File: config.mk
export PLATFORM = sky130hd
export DESIGN_NAME = vlc_byte_packer
export DESIGN_NICKNAME = d
export VERILOG_FILES = /design/src/rtl/vlc_pack_pkg.sv /design/src/rtl/vlc_code_mask.sv /design/src/rtl/vlc_merge_window.sv /design/src/rtl/vlc_out_slot.sv /design/src/rtl/vlc_byte_packer.sv
export SDC_FILE = /design/constraint.sdc
export NUM_CORES = 1
export LEC_CHECK = 0
export BUFFER_PORTS_ARGS = -buffer_cell sky130_fd_sc_hd__buf_2
export CORE_UTILIZATION = 59
export CTS_CLUSTER_DIAMETER = 100
export DETAILED_ROUTE_END_ITERATION = 12
export HOLD_SLACK_MARGIN = 0.15
export PLACE_DENSITY = 0.94
export SETUP_SLACK_MARGIN = 0.1
export SYNTH_ARGS = -nofsm -noshare
export SYNTH_HDL_FRONTEND = slang
export SYNTH_SLANG_ARGS = --single-unit
File: constraint.sdc
create_clock -name clk -period 7.25 [get_ports clk]
set_input_delay 1.0875 -clock clk [delete_from_list [all_inputs] [get_ports clk]]
set_output_delay 1.0875 -clock clk [all_outputs]
set_load 0.03 [all_outputs]
File: src/rtl/vlc_pack_pkg.sv
`timescale 1ns/1ps
package vlc_pack_pkg;

   // Kind of work performed for the beat on the input port in one cycle.
   typedef enum logic [1:0] {
      PK_IDLE  = 2'd0,
      PK_CODE  = 2'd1,
      PK_FLUSH = 2'd2
   } pk_action_e;

   // Bits needed to count 0..n inclusive.
   function automatic int pk_count_w(input int n);
      return $clog2(n + 1);
   endfunction

endpackage

File: src/rtl/vlc_code_mask.sv
`timescale 1ns/1ps
// Clears every code bit at or above the stated length.
module vlc_code_mask #(
   parameter int MAX_LEN = 8,
   parameter int LEN_W   = 4
) (
   input  logic [MAX_LEN-1:0] code_i,
   input  logic [LEN_W-1:0]   len_i,
   output logic [MAX_LEN-1:0] code_o
);

   for (genvar b = 0; b < MAX_LEN; b++) begin : g_bit
      assign code_o[b] = code_i[b] & (len_i > LEN_W'(b));
   end

endmodule

File: src/rtl/vlc_merge_window.sv
`timescale 1ns/1ps
// Places a masked codeword right behind the left-aligned residue and splits
// the result into an outgoing byte and the new residue. Also forms the
// padded byte used by a flush.
module vlc_merge_window #(
   parameter int BYTE_W   = 8,
   parameter int MAX_LEN  = 8,
   parameter bit PAD_ONES = 1'b0,
   localparam int RES_W   = BYTE_W - 1,
   localparam int CNT_W   = $clog2(BYTE_W),
   localparam int LEN_W   = vlc_pack_pkg::pk_count_w(MAX_LEN)
) (
   input  logic [RES_W-1:0]  res_i,
   input  logic [CNT_W-1:0]  cnt_i,
   input  logic [MAX_LEN-1:0] code_i,
   input  logic [LEN_W-1:0]  len_i,
   output logic              emit_o,
   output logic [BYTE_W-1:0] byte_o,
   output logic [RES_W-1:0]  res_o,
   output logic [CNT_W-1:0]  cnt_o,
   output logic [BYTE_W-1:0] flush_byte_o
);

   localparam int WIN_W = RES_W + MAX_LEN;
   localparam int SUM_W = vlc_pack_pkg::pk_count_w(WIN_W);

   logic [SUM_W-1:0] total;
   logic [SUM_W-1:0] shamt;
   logic [WIN_W-1:0] base;
   logic [WIN_W-1:0] placed;
   logic [WIN_W-1:0] win;
   logic [WIN_W-1:0] win_sh;

   always_comb begin
      total  = SUM_W'(cnt_i) + SUM_W'(len_i);
      shamt  = SUM_W'(WIN_W) - total;
      base   = {res_i, {MAX_LEN{1'b0}}};
      placed = WIN_W'(code_i) << shamt;
      win    = base | placed;
      win_sh = win << BYTE_W;
      emit_o = (total >= SUM_W'(BYTE_W));
      byte_o = win[WIN_W-1 -: BYTE_W];
      if (emit_o) begin
         res_o = win_sh[WIN_W-1 -: RES_W];
         cnt_o = CNT_W'(total - SUM_W'(BYTE_W));
      end else begin
         res_o = win[WIN_W-1 -: RES_W];
         cnt_o = CNT_W'(total);
      end
   end

   // Fill variant picked at elaboration.
   if (PAD_ONES) begin : g_fill_one
      logic [BYTE_W-1:0] fill;
      assign fill         = {BYTE_W{1'b1}} >> cnt_i;
      assign flush_byte_o = {res_i, 1'b0} | fill;
   end else begin : g_fill_zero
      assign flush_byte_o = {res_i, 1'b0};
   end

endmodule

File: src/rtl/vlc_out_slot.sv
`timescale 1ns/1ps
// One-entry output register with a valid/ready handshake.
module vlc_out_slot #(
   parameter int BYTE_W = 8
) (
   input  logic              clk,
   input  logic              rst_n,
   input  logic              load_i,
   input  logic [BYTE_W-1:0] data_i,
   input  logic              ready_i,
   output logic              valid_o,
   output logic [BYTE_W-1:0] data_o,
   output logic              free_o
);

   assign free_o = !valid_o || ready_i;

   always_ff @(posedge clk or negedge rst_n) begin
      if (!rst_n) begin
         valid_o <= 1'b0;
         data_o  <= '0;
      end else if (load_i) begin
         valid_o <= 1'b1;
         data_o  <= data_i;
      end else if (ready_i) begin
         valid_o <= 1'b0;
      end
   end

endmodule

File: src/rtl/vlc_byte_packer.sv
`timescale 1ns/1ps
module vlc_byte_packer #(
   parameter int BYTE_W   = 8,
   parameter int MAX_LEN  = 8,
   parameter bit PAD_ONES = 1'b0,
   localparam int LEN_W   = vlc_pack_pkg::pk_count_w(MAX_LEN)
) (
   input  logic               clk,
   input  logic               rst_n,
   input  logic               in_valid,
   output logic               in_ready,
   input  logic               flush,
   input  logic [LEN_W-1:0]   in_len,
   input  logic [MAX_LEN-1:0] in_code,
   output logic               out_valid,
   input  logic               out_ready,
   output logic [BYTE_W-1:0]  out_data
);

   import vlc_pack_pkg::*;

   localparam int RES_W = BYTE_W - 1;
   localparam int CNT_W = $clog2(BYTE_W);

   if (BYTE_W < 2) begin : g_bad_byte
      $error("vlc_byte_packer: BYTE_W must be at least 2");
   end
   if (MAX_LEN < 1 || MAX_LEN > BYTE_W) begin : g_bad_len
      $error("vlc_byte_packer: MAX_LEN must lie in 1..BYTE_W");
   end

   logic [RES_W-1:0]   res_q;
   logic [CNT_W-1:0]   res_cnt;
   logic [MAX_LEN-1:0] code_m;
   logic               m_emit;
   logic [BYTE_W-1:0]  m_byte;
   logic [RES_W-1:0]   m_res;
   logic [CNT_W-1:0]   m_cnt;
   logic [BYTE_W-1:0]  f_byte;
   logic               slot_free;
   logic               slot_load;
   logic [BYTE_W-1:0]  slot_data;
   logic               res_empty;
   pk_action_e         act;

   vlc_code_mask #(.MAX_LEN(MAX_LEN), .LEN_W(LEN_W)) u_mask (
      .code_i (in_code),
      .len_i  (in_len),
      .code_o (code_m)
   );

   vlc_merge_window #(.BYTE_W(BYTE_W), .MAX_LEN(MAX_LEN), .PAD_ONES(PAD_ONES)) u_win (
      .res_i        (res_q),
      .cnt_i        (res_cnt),
      .code_i       (code_m),
      .len_i        (in_len),
      .emit_o       (m_emit),
      .byte_o       (m_byte),
      .res_o        (m_res),
      .cnt_o        (m_cnt),
      .flush_byte_o (f_byte)
   );

   vlc_out_slot #(.BYTE_W(BYTE_W)) u_slot (
      .clk     (clk),
      .rst_n   (rst_n),
      .load_i  (slot_load),
      .data_i  (slot_data),
      .ready_i (out_ready),
      .valid_o (out_valid),
      .data_o  (out_data),
      .free_o  (slot_free)
   );

   assign res_empty = (res_cnt == '0);

   always_comb begin
      if (flush) in_ready = slot_free || res_empty;
      else       in_ready = slot_free || !m_emit;

      act = PK_IDLE;
      if (in_valid && in_ready) act = flush ? PK_FLUSH : PK_CODE;

      slot_load = 1'b0;
      slot_data = m_byte;
      case (act)
         PK_CODE:  slot_load = m_emit;
         PK_FLUSH: begin
            slot_load = !res_empty;
            slot_data = f_byte;
         end
         default:  slot_load = 1'b0;
      endcase
   end

   always_ff @(posedge clk or negedge rst_n) begin
      if (!rst_n) begin
         res_q   <= '0;
         res_cnt <= '0;
      end else begin
         case (act)
            PK_CODE: begin
               res_q   <= m_res;
               res_cnt <= m_cnt;
            end
            PK_FLUSH: begin
               res_q   <= '0;
               res_cnt <= '0;
            end
            default: ;
         endcase
      end
   end

endmodule

==> summary.txt, run 1 <==
Clock tree
  • Root buf cell: clkbuf_4
  • Resize count post-CTS: 0
  • Deepest clock path buffer count: 2
  • Post-CTS Setup Bufs: 0
  • CTS tree: built
  • Num CTS Buffers: 3
  • CTS Hold Bufs: 0
  • Clk_lat worst skew: 0.30 ns
  • H-tree depth: 1
  • Clock sink count: 19
  • Clock slew at reported path FFs: 0.11 ns

Setup path
  • FF-to-FF path depth: 9
  • Crit path DAT: 2.71 ns
  • CP startpoint kind: input port
  • Reg-to-Reg Start: res_cnt[0]
  • CP Class: input port to primary output
  • Worst Path Required: 6.16 ns
  • Worst R2R Setup Slack: 4.26 ns
  • RR Endpoint: u_slot.data_o[0]
  • Crit Path Max Fanout: 11
  • Crit. End Element: primary output
  • Critical path launch point: in_len[1]

Synthesis
  • Post-synth top area share: 0.324
  • Post-Syn Area per Cell: 9.41 um^2
  • Top cell type by total area after synthesis: dfrtp_1
  • Netlist cell types: 57
  • Register bit total from synthesis: 19
  • Asr flop ratio synth: 1.00
  • YS warnings: 0
  • Post-synth EDFFs: 0
  • Synth Net Count: 177
  • Mapped Cells: 156
  • Register area share after synthesis: 0.324
  • Cell Area, Synth: 1470 um^2
  • Synth cell count leaders: 19 x dfrtp_1, 19 x nand2_1, 10 x o21ai_1
  • Synth Flop Type: dfrtp_1
  • Dominant cells by area after synthesis: dfrtp_1 32%, nand2_1 4.9%, o21ai_1 3.4%

Timing
  • RSZ-0062 raised after global routing: false
  • FMAX: 263 MHz
  • Setup Skew: 0.00364 ns
  • Min Tclk post-route: 3.80 ns
  • Final hold viol count: 0
  • Slew @ Worst Pin: 0.964 ns
  • Setup TNS: 0 ns
  • Final setup violation count: 0
  • Final WS setup: 3.45 ns
  • Slew margin rel.: 0.355
  • Max Slew Vio Count: 0
  • Period Utilization, post-route: 0.524

Placed design
  • Hpwl dp: 2.62 mm
  • Pre-CTS WS: 3.45 ns
  • RD Place Congestion: 0.872
  • Port buffer count: 26
  • DP Area: 1580 um^2

Global route
  • Vias in the first global route: 1214
  • Largest net degree at the start of global routing: 22
  • Gr usage total: 0.281
  • First-pass GRT wire length: 5.49 mm
  • Antenna violations before repair: 0
  • Total gr overflow: 0

Power
  • P_leak: 0.000754 uW
  • Sw frac: 0.504
  • Switch Pwr: 343 uW
  • Logic pwr share: 0.668
  • Pwr/cell area: 424 nW/um^2
  • Clock share of power: 0.079
  • Int Power: 338 uW
  • Worst VDD drop: 0.000328 V
  • Pwr Total: 680 uW
  • Seq pwr share: 0.253

Drt
  • # DRC: 0
  • Routed Antenna Nets: 0
  • Routed WL: 3.39 mm
  • Number of detailed-route iterations in the first pass: 4
  • Avg WL per Cell: 16.5 um
  • Post-DR vias/cell: 6.53
  • DRT iter0 DRCs: 55
  • Vias: 1346

Cells and area
  • Multi-input logic area: 913 um^2
  • Nets: 200
  • Layout Utilization: 0.706
  • FILL cells: 161
  • Area delta synth->final: 9.46%
  • Sequential cell area: 475 um^2
  • Layout cell share with drive strength beyond 1: 0.247
  • Final Instance Area: 1610 um^2
  • Diode count: 0

Floorplan
  • Die area: 2690 um^2
  • Width of the die: 51.9 um
  • Die Ht: 51.9 um
  • Initial Util: 0.645
  • Row count: 17
  • IO Count: 27
  • Core box area: 2280 um^2

Min path
  • Hold crit path type: flop to flop
  • Worst Hold Path EP: u_slot.data_o[7]
  • WHS Path Cells: 2
  • Hold Path Origin: u_slot.data_o[7]

Outcome
  • Status: completed

Flow run
  • Max-capacitance violation count: 0
## per-layer routing
| metal | vias to the layer above | track usage | routed length [um] |
|---|---|---|---|
| met5 | - | 0 | 0 |
| li1 | 638 | - | - |
| met2 | 62 | 0.502 | 1770 |
| met4 | 0 | 0.0811 | 34 |
| met1 | 640 | 0.335 | 1370 |
| met3 | 6 | 0.0585 | 217 |
## worst max-delay path: stages
cell and delay [ns]:
buf_2 0.22, ha_1 0.28, a21o_1 0.21, a21oi_4 0.22, xor2_4 0.32, a21o_1 0.18
buf_2 0.19
## through the flow
step           hold WS [ns]  cells
6_report              0.481    206
5_1_grt               0.494    206
4_1_cts               0.485    206
3_5_place_dp          0.460    202
3_3_place_gp          0.455    202
2_1_floorplan         0.449    156
## placed cells by master, fill, tap and decap left out, types with 3 or more instances in the layout
cell type  synthesis  routed
a21o_1             6       6
a21oi_1            7       7
a22o_1             4       4
a31oi_1            3       3
buf_2              3      26
clkbuf_4           0       3
dfrtp_1           19      19
ha_1               3       3
inv_1              5       5
mux2_1             4       4
mux2i_1            4       4
nand2_1           19      19
nor2_1             5       5
nor3_1             4       4
nor4_1             4       4
o211ai_1           3       3
o21ai_1           10      10
o31ai_1            4       4
## registers in the layout, summed over array words and instances (netlist names)
register / flops
u_slot.valid_o: 1
res_cnt: 3
res_q: 7
u_slot.data_o: 8
## worst max path at each step
stage | to | slack (ns)
after floorplan | in_ready | 3.83
after global placement | in_ready | 3.52
after detailed placement | u_slot.data_o[0] | 3.45
after CTS | in_ready | 3.46
after global routing | in_ready | 3.38
final | in_ready | 3.45
## final cells by class
type	count	share of cell area
well taps	28	0.0218
flip-flops and latches	19	0.296
clock buffers	4	0.0164
multi-input cells	122	0.569
repair buffers	26	0.0810
inverters	7	0.0164
## cell families after synthesis
family	share of synthesized area
AND/OR/NAND/NOR	0.154
adder cells (fa/ha/maj)	0.0392
multiplexers	0.0682
flip-flops	0.324
AO/OA/AOI/OAI	0.319
buffers and inverters	0.0537
XOR/XNOR	0.0418
## power groups by stage
stage               sequential (uW)  clock (uW)  combinational, uW
global placement                172           0                432
CTS                             172        54.6                450
detailed placement              174           0                449
global route                    176        59.8                493
finish                          172        54.1                454
floorplan                       209           0                329
No activity file was read; power rests on OpenSTA's default activity.
==> inputs of run 2 (changes only) <==
--- a/config.mk
+++ b/config.mk
@@ -6,11 +6,11 @@
 export NUM_CORES = 1
 export LEC_CHECK = 0
 export BUFFER_PORTS_ARGS = -buffer_cell sky130_fd_sc_hd__buf_2
-export CORE_UTILIZATION = 59
+export CORE_UTILIZATION = 55
 export CTS_CLUSTER_DIAMETER = 100
 export DETAILED_ROUTE_END_ITERATION = 12
 export HOLD_SLACK_MARGIN = 0.15
-export PLACE_DENSITY = 0.94
+export PLACE_DENSITY = 0.89
 export SETUP_SLACK_MARGIN = 0.1
 export SYNTH_ARGS = -nofsm -noshare
 export SYNTH_HDL_FRONTEND = slang
==> constraint.sdc (replaced) <==
create_clock -name clk -period 3.6 [get_ports clk]
set_input_delay 0.54 -clock clk [delete_from_list [all_inputs] [get_ports clk]]
set_output_delay 0.54 -clock clk [all_outputs]
set_load 0.03 [all_outputs]
==> summary.txt, run 2 (synthesized netlist as in run 1, its figures left out) <==
Setup path
  • Crit path DAT: 3.15 ns
  • Crit Path Max Fanout: 21
  • CP startpoint kind: input port
  • Crit. End Element: flop
  • Worst R2R Setup Slack: 0.67 ns
  • CP max-delay cell: fa_1
  • Worst-path cell chain: buf_2, ha_1, inv_1, fa_1, mux2_1, a32oi_1, nand2_1, o21ai_0, o21ai_1, a22o_1
  • CP Class: input port to flop
  • CP peak stage delay: 0.96 ns
  • Worst Path Required: 3.79 ns

Min path
  • Hold crit path type: input port to asynchronous set/reset pin

Clock tree
  • H-tree depth: 1
  • Num CTS Buffers: 3
  • Clock sink count: 19
  • Clk_lat worst skew: 0.29 ns
  • Root buf cell: clkbuf_4
  • Clock slew at reported path FFs: 0.10 ns
  • CTS Hold Bufs: 0
  • CTS tree: built
  • Resize count post-CTS: 0
  • Deepest clock path buffer count: 2
  • Post-CTS Setup Bufs: 0

Cells and area
  • Area delta synth->final: 10.1%
  • Nets: 201
  • FILL cells: 193
  • Final Instance Area: 1620 um^2
  • Largest reg by FF count: u_slot.data_o
  • Diode count: 0
  • Most frequent cells in the layout: 26 x buf_2, 19 x nand2_1, 19 x dfrtp_1
  • Layout cell share with drive strength beyond 1: 0.251
  • Most common cell after layout, fill and taps aside: buf_2
  • Biggest regs: u_slot.data_o: 8 flops, res_q: 7 flops, res_cnt: 3 flops
  • Max reg flops: 8
  • Final cell count without fillers: 209

Drt
  • # DRC: 0
  • Routed Antenna Nets: 0
  • Avg WL per Cell: 16.0 um
  • Routed WL: 3.35 mm
  • DRT iter0 DRCs: 66
  • Post-DR vias/cell: 6.35
  • Vias: 1327
  • Number of detailed-route iterations in the first pass: 4

Placed design
  • DP Area: 1590 um^2
  • RD Place Congestion: 0.892
  • Hpwl dp: 2.62 mm
  • Placed Cells: 205
  • Port buffer count: 26

Power
  • Worst VDD drop: 0.000534 V
  • Logic pwr share: 0.671
  • Clock share of power: 0.077
  • Pwr/cell area: 853 nW/um^2
  • P_leak: 0.000759 uW
  • Sw frac: 0.499
  • Switch Pwr: 687 uW
  • Int Power: 691 uW
  • Seq pwr share: 0.252

Global route
  • Antenna violations before repair: 0
  • Vias in the first global route: 1189
  • Largest net degree at the start of global routing: 22
  • Gr usage total: 0.263
  • Total gr overflow: 0
  • First-pass GRT wire length: 5.45 mm

Timing
  • Slew margin rel.: 0.517
  • Period Utilization, post-route: 0.821
  • Max Slew Vio Count: 0
  • Setup Skew: 0.00174 ns
  • Slew @ Worst Pin: 0.723 ns
  • Min Tclk post-route: 2.96 ns
  • FMAX: 338 MHz
  • Setup TNS: 0 ns
  • Final hold viol count: 0
  • RSZ-0062 raised after global routing: false
  • Final setup violation count: 0

Floorplan
  • IO Count: 27
  • Initial Util: 0.587
  • Die area: 2880 um^2
  • Row count: 18
  • Width of the die: 53.7 um
  • Core box area: 2500 um^2
  • Die Ht: 53.7 um

Outcome
  • Status: completed

Flow run
  • Max-capacitance violation count: 0
-- run 2: cell types whose count changed in the layout (fill, tap and decap cells not counted), sizes merged --
cell  delta
buf      +1
-- run 2: layout make-up --
type	count	area [um^2]	share of cell area
clock buffers	4	26.3	0.0163
inverters	7	26.3	0.0163
multi-input cells	122	913	0.565
flip-flops and latches	19	475	0.294
well taps	30	37.5	0.0232
repair buffers	27	138	0.0851
-- run 2: path summary, 6_finish.rpt --
path / from / to / depth (start not counted)
max reg2reg: res_cnt[0] / u_slot.data_o[0] / 9
min: rst_n / res_q[2] / 1
max: in_len[0] / u_slot.data_o[0] / 10
max in group asynchronous: rst_n / res_q[3] / 1
min in group clk: u_slot.data_o[7] / u_slot.data_o[7] / 2
min reg2reg: u_slot.data_o[7] / u_slot.data_o[7] / 2
-- run 2: metal layers --
layer | GRT usage | wire, um
met5 | 0 | 0
met1 | 0.326 | 1360
met4 | 0.0833 | 34
met2 | 0.456 | 1750
met3 | 0.0508 | 208
-- run 2: worst max-delay path, delay by kind of cell --
kind | cells | cell delay, ns
and+or+nand+nor | 1 | 0.08
muxes | 1 | 0.39
buffers and inverters | 2 | 0.23
AOI/OAI and AO/OA | 4 | 0.74
adders and majority gates | 2 | 1.16
-- run 2: metrics by stage --
stage,util,hold slack (ns),total power (uW),worst slack (ns)
2_1_floorplan,-,0.244,1080,1.05
5_1_grt,0.647,0.188,1480,0.490
6_report,0.647,0.161,1380,0.644
4_1_cts,0.647,0.177,1370,0.701
3_5_place_dp,0.636,0.466,1260,0.391
3_3_place_gp,0.636,0.457,1230,0.469
-- run 2: power by group through the flow --
stage          clock network [uW]  registers [uW]  logic, uW
2_1_floorplan                   0             421        662
3_3_place_gp                    0             347        887
3_5_place_dp                    0             352        912
4_1_cts                       107             348        918
5_1_grt                       115             357       1010
6_report                      106             347        925
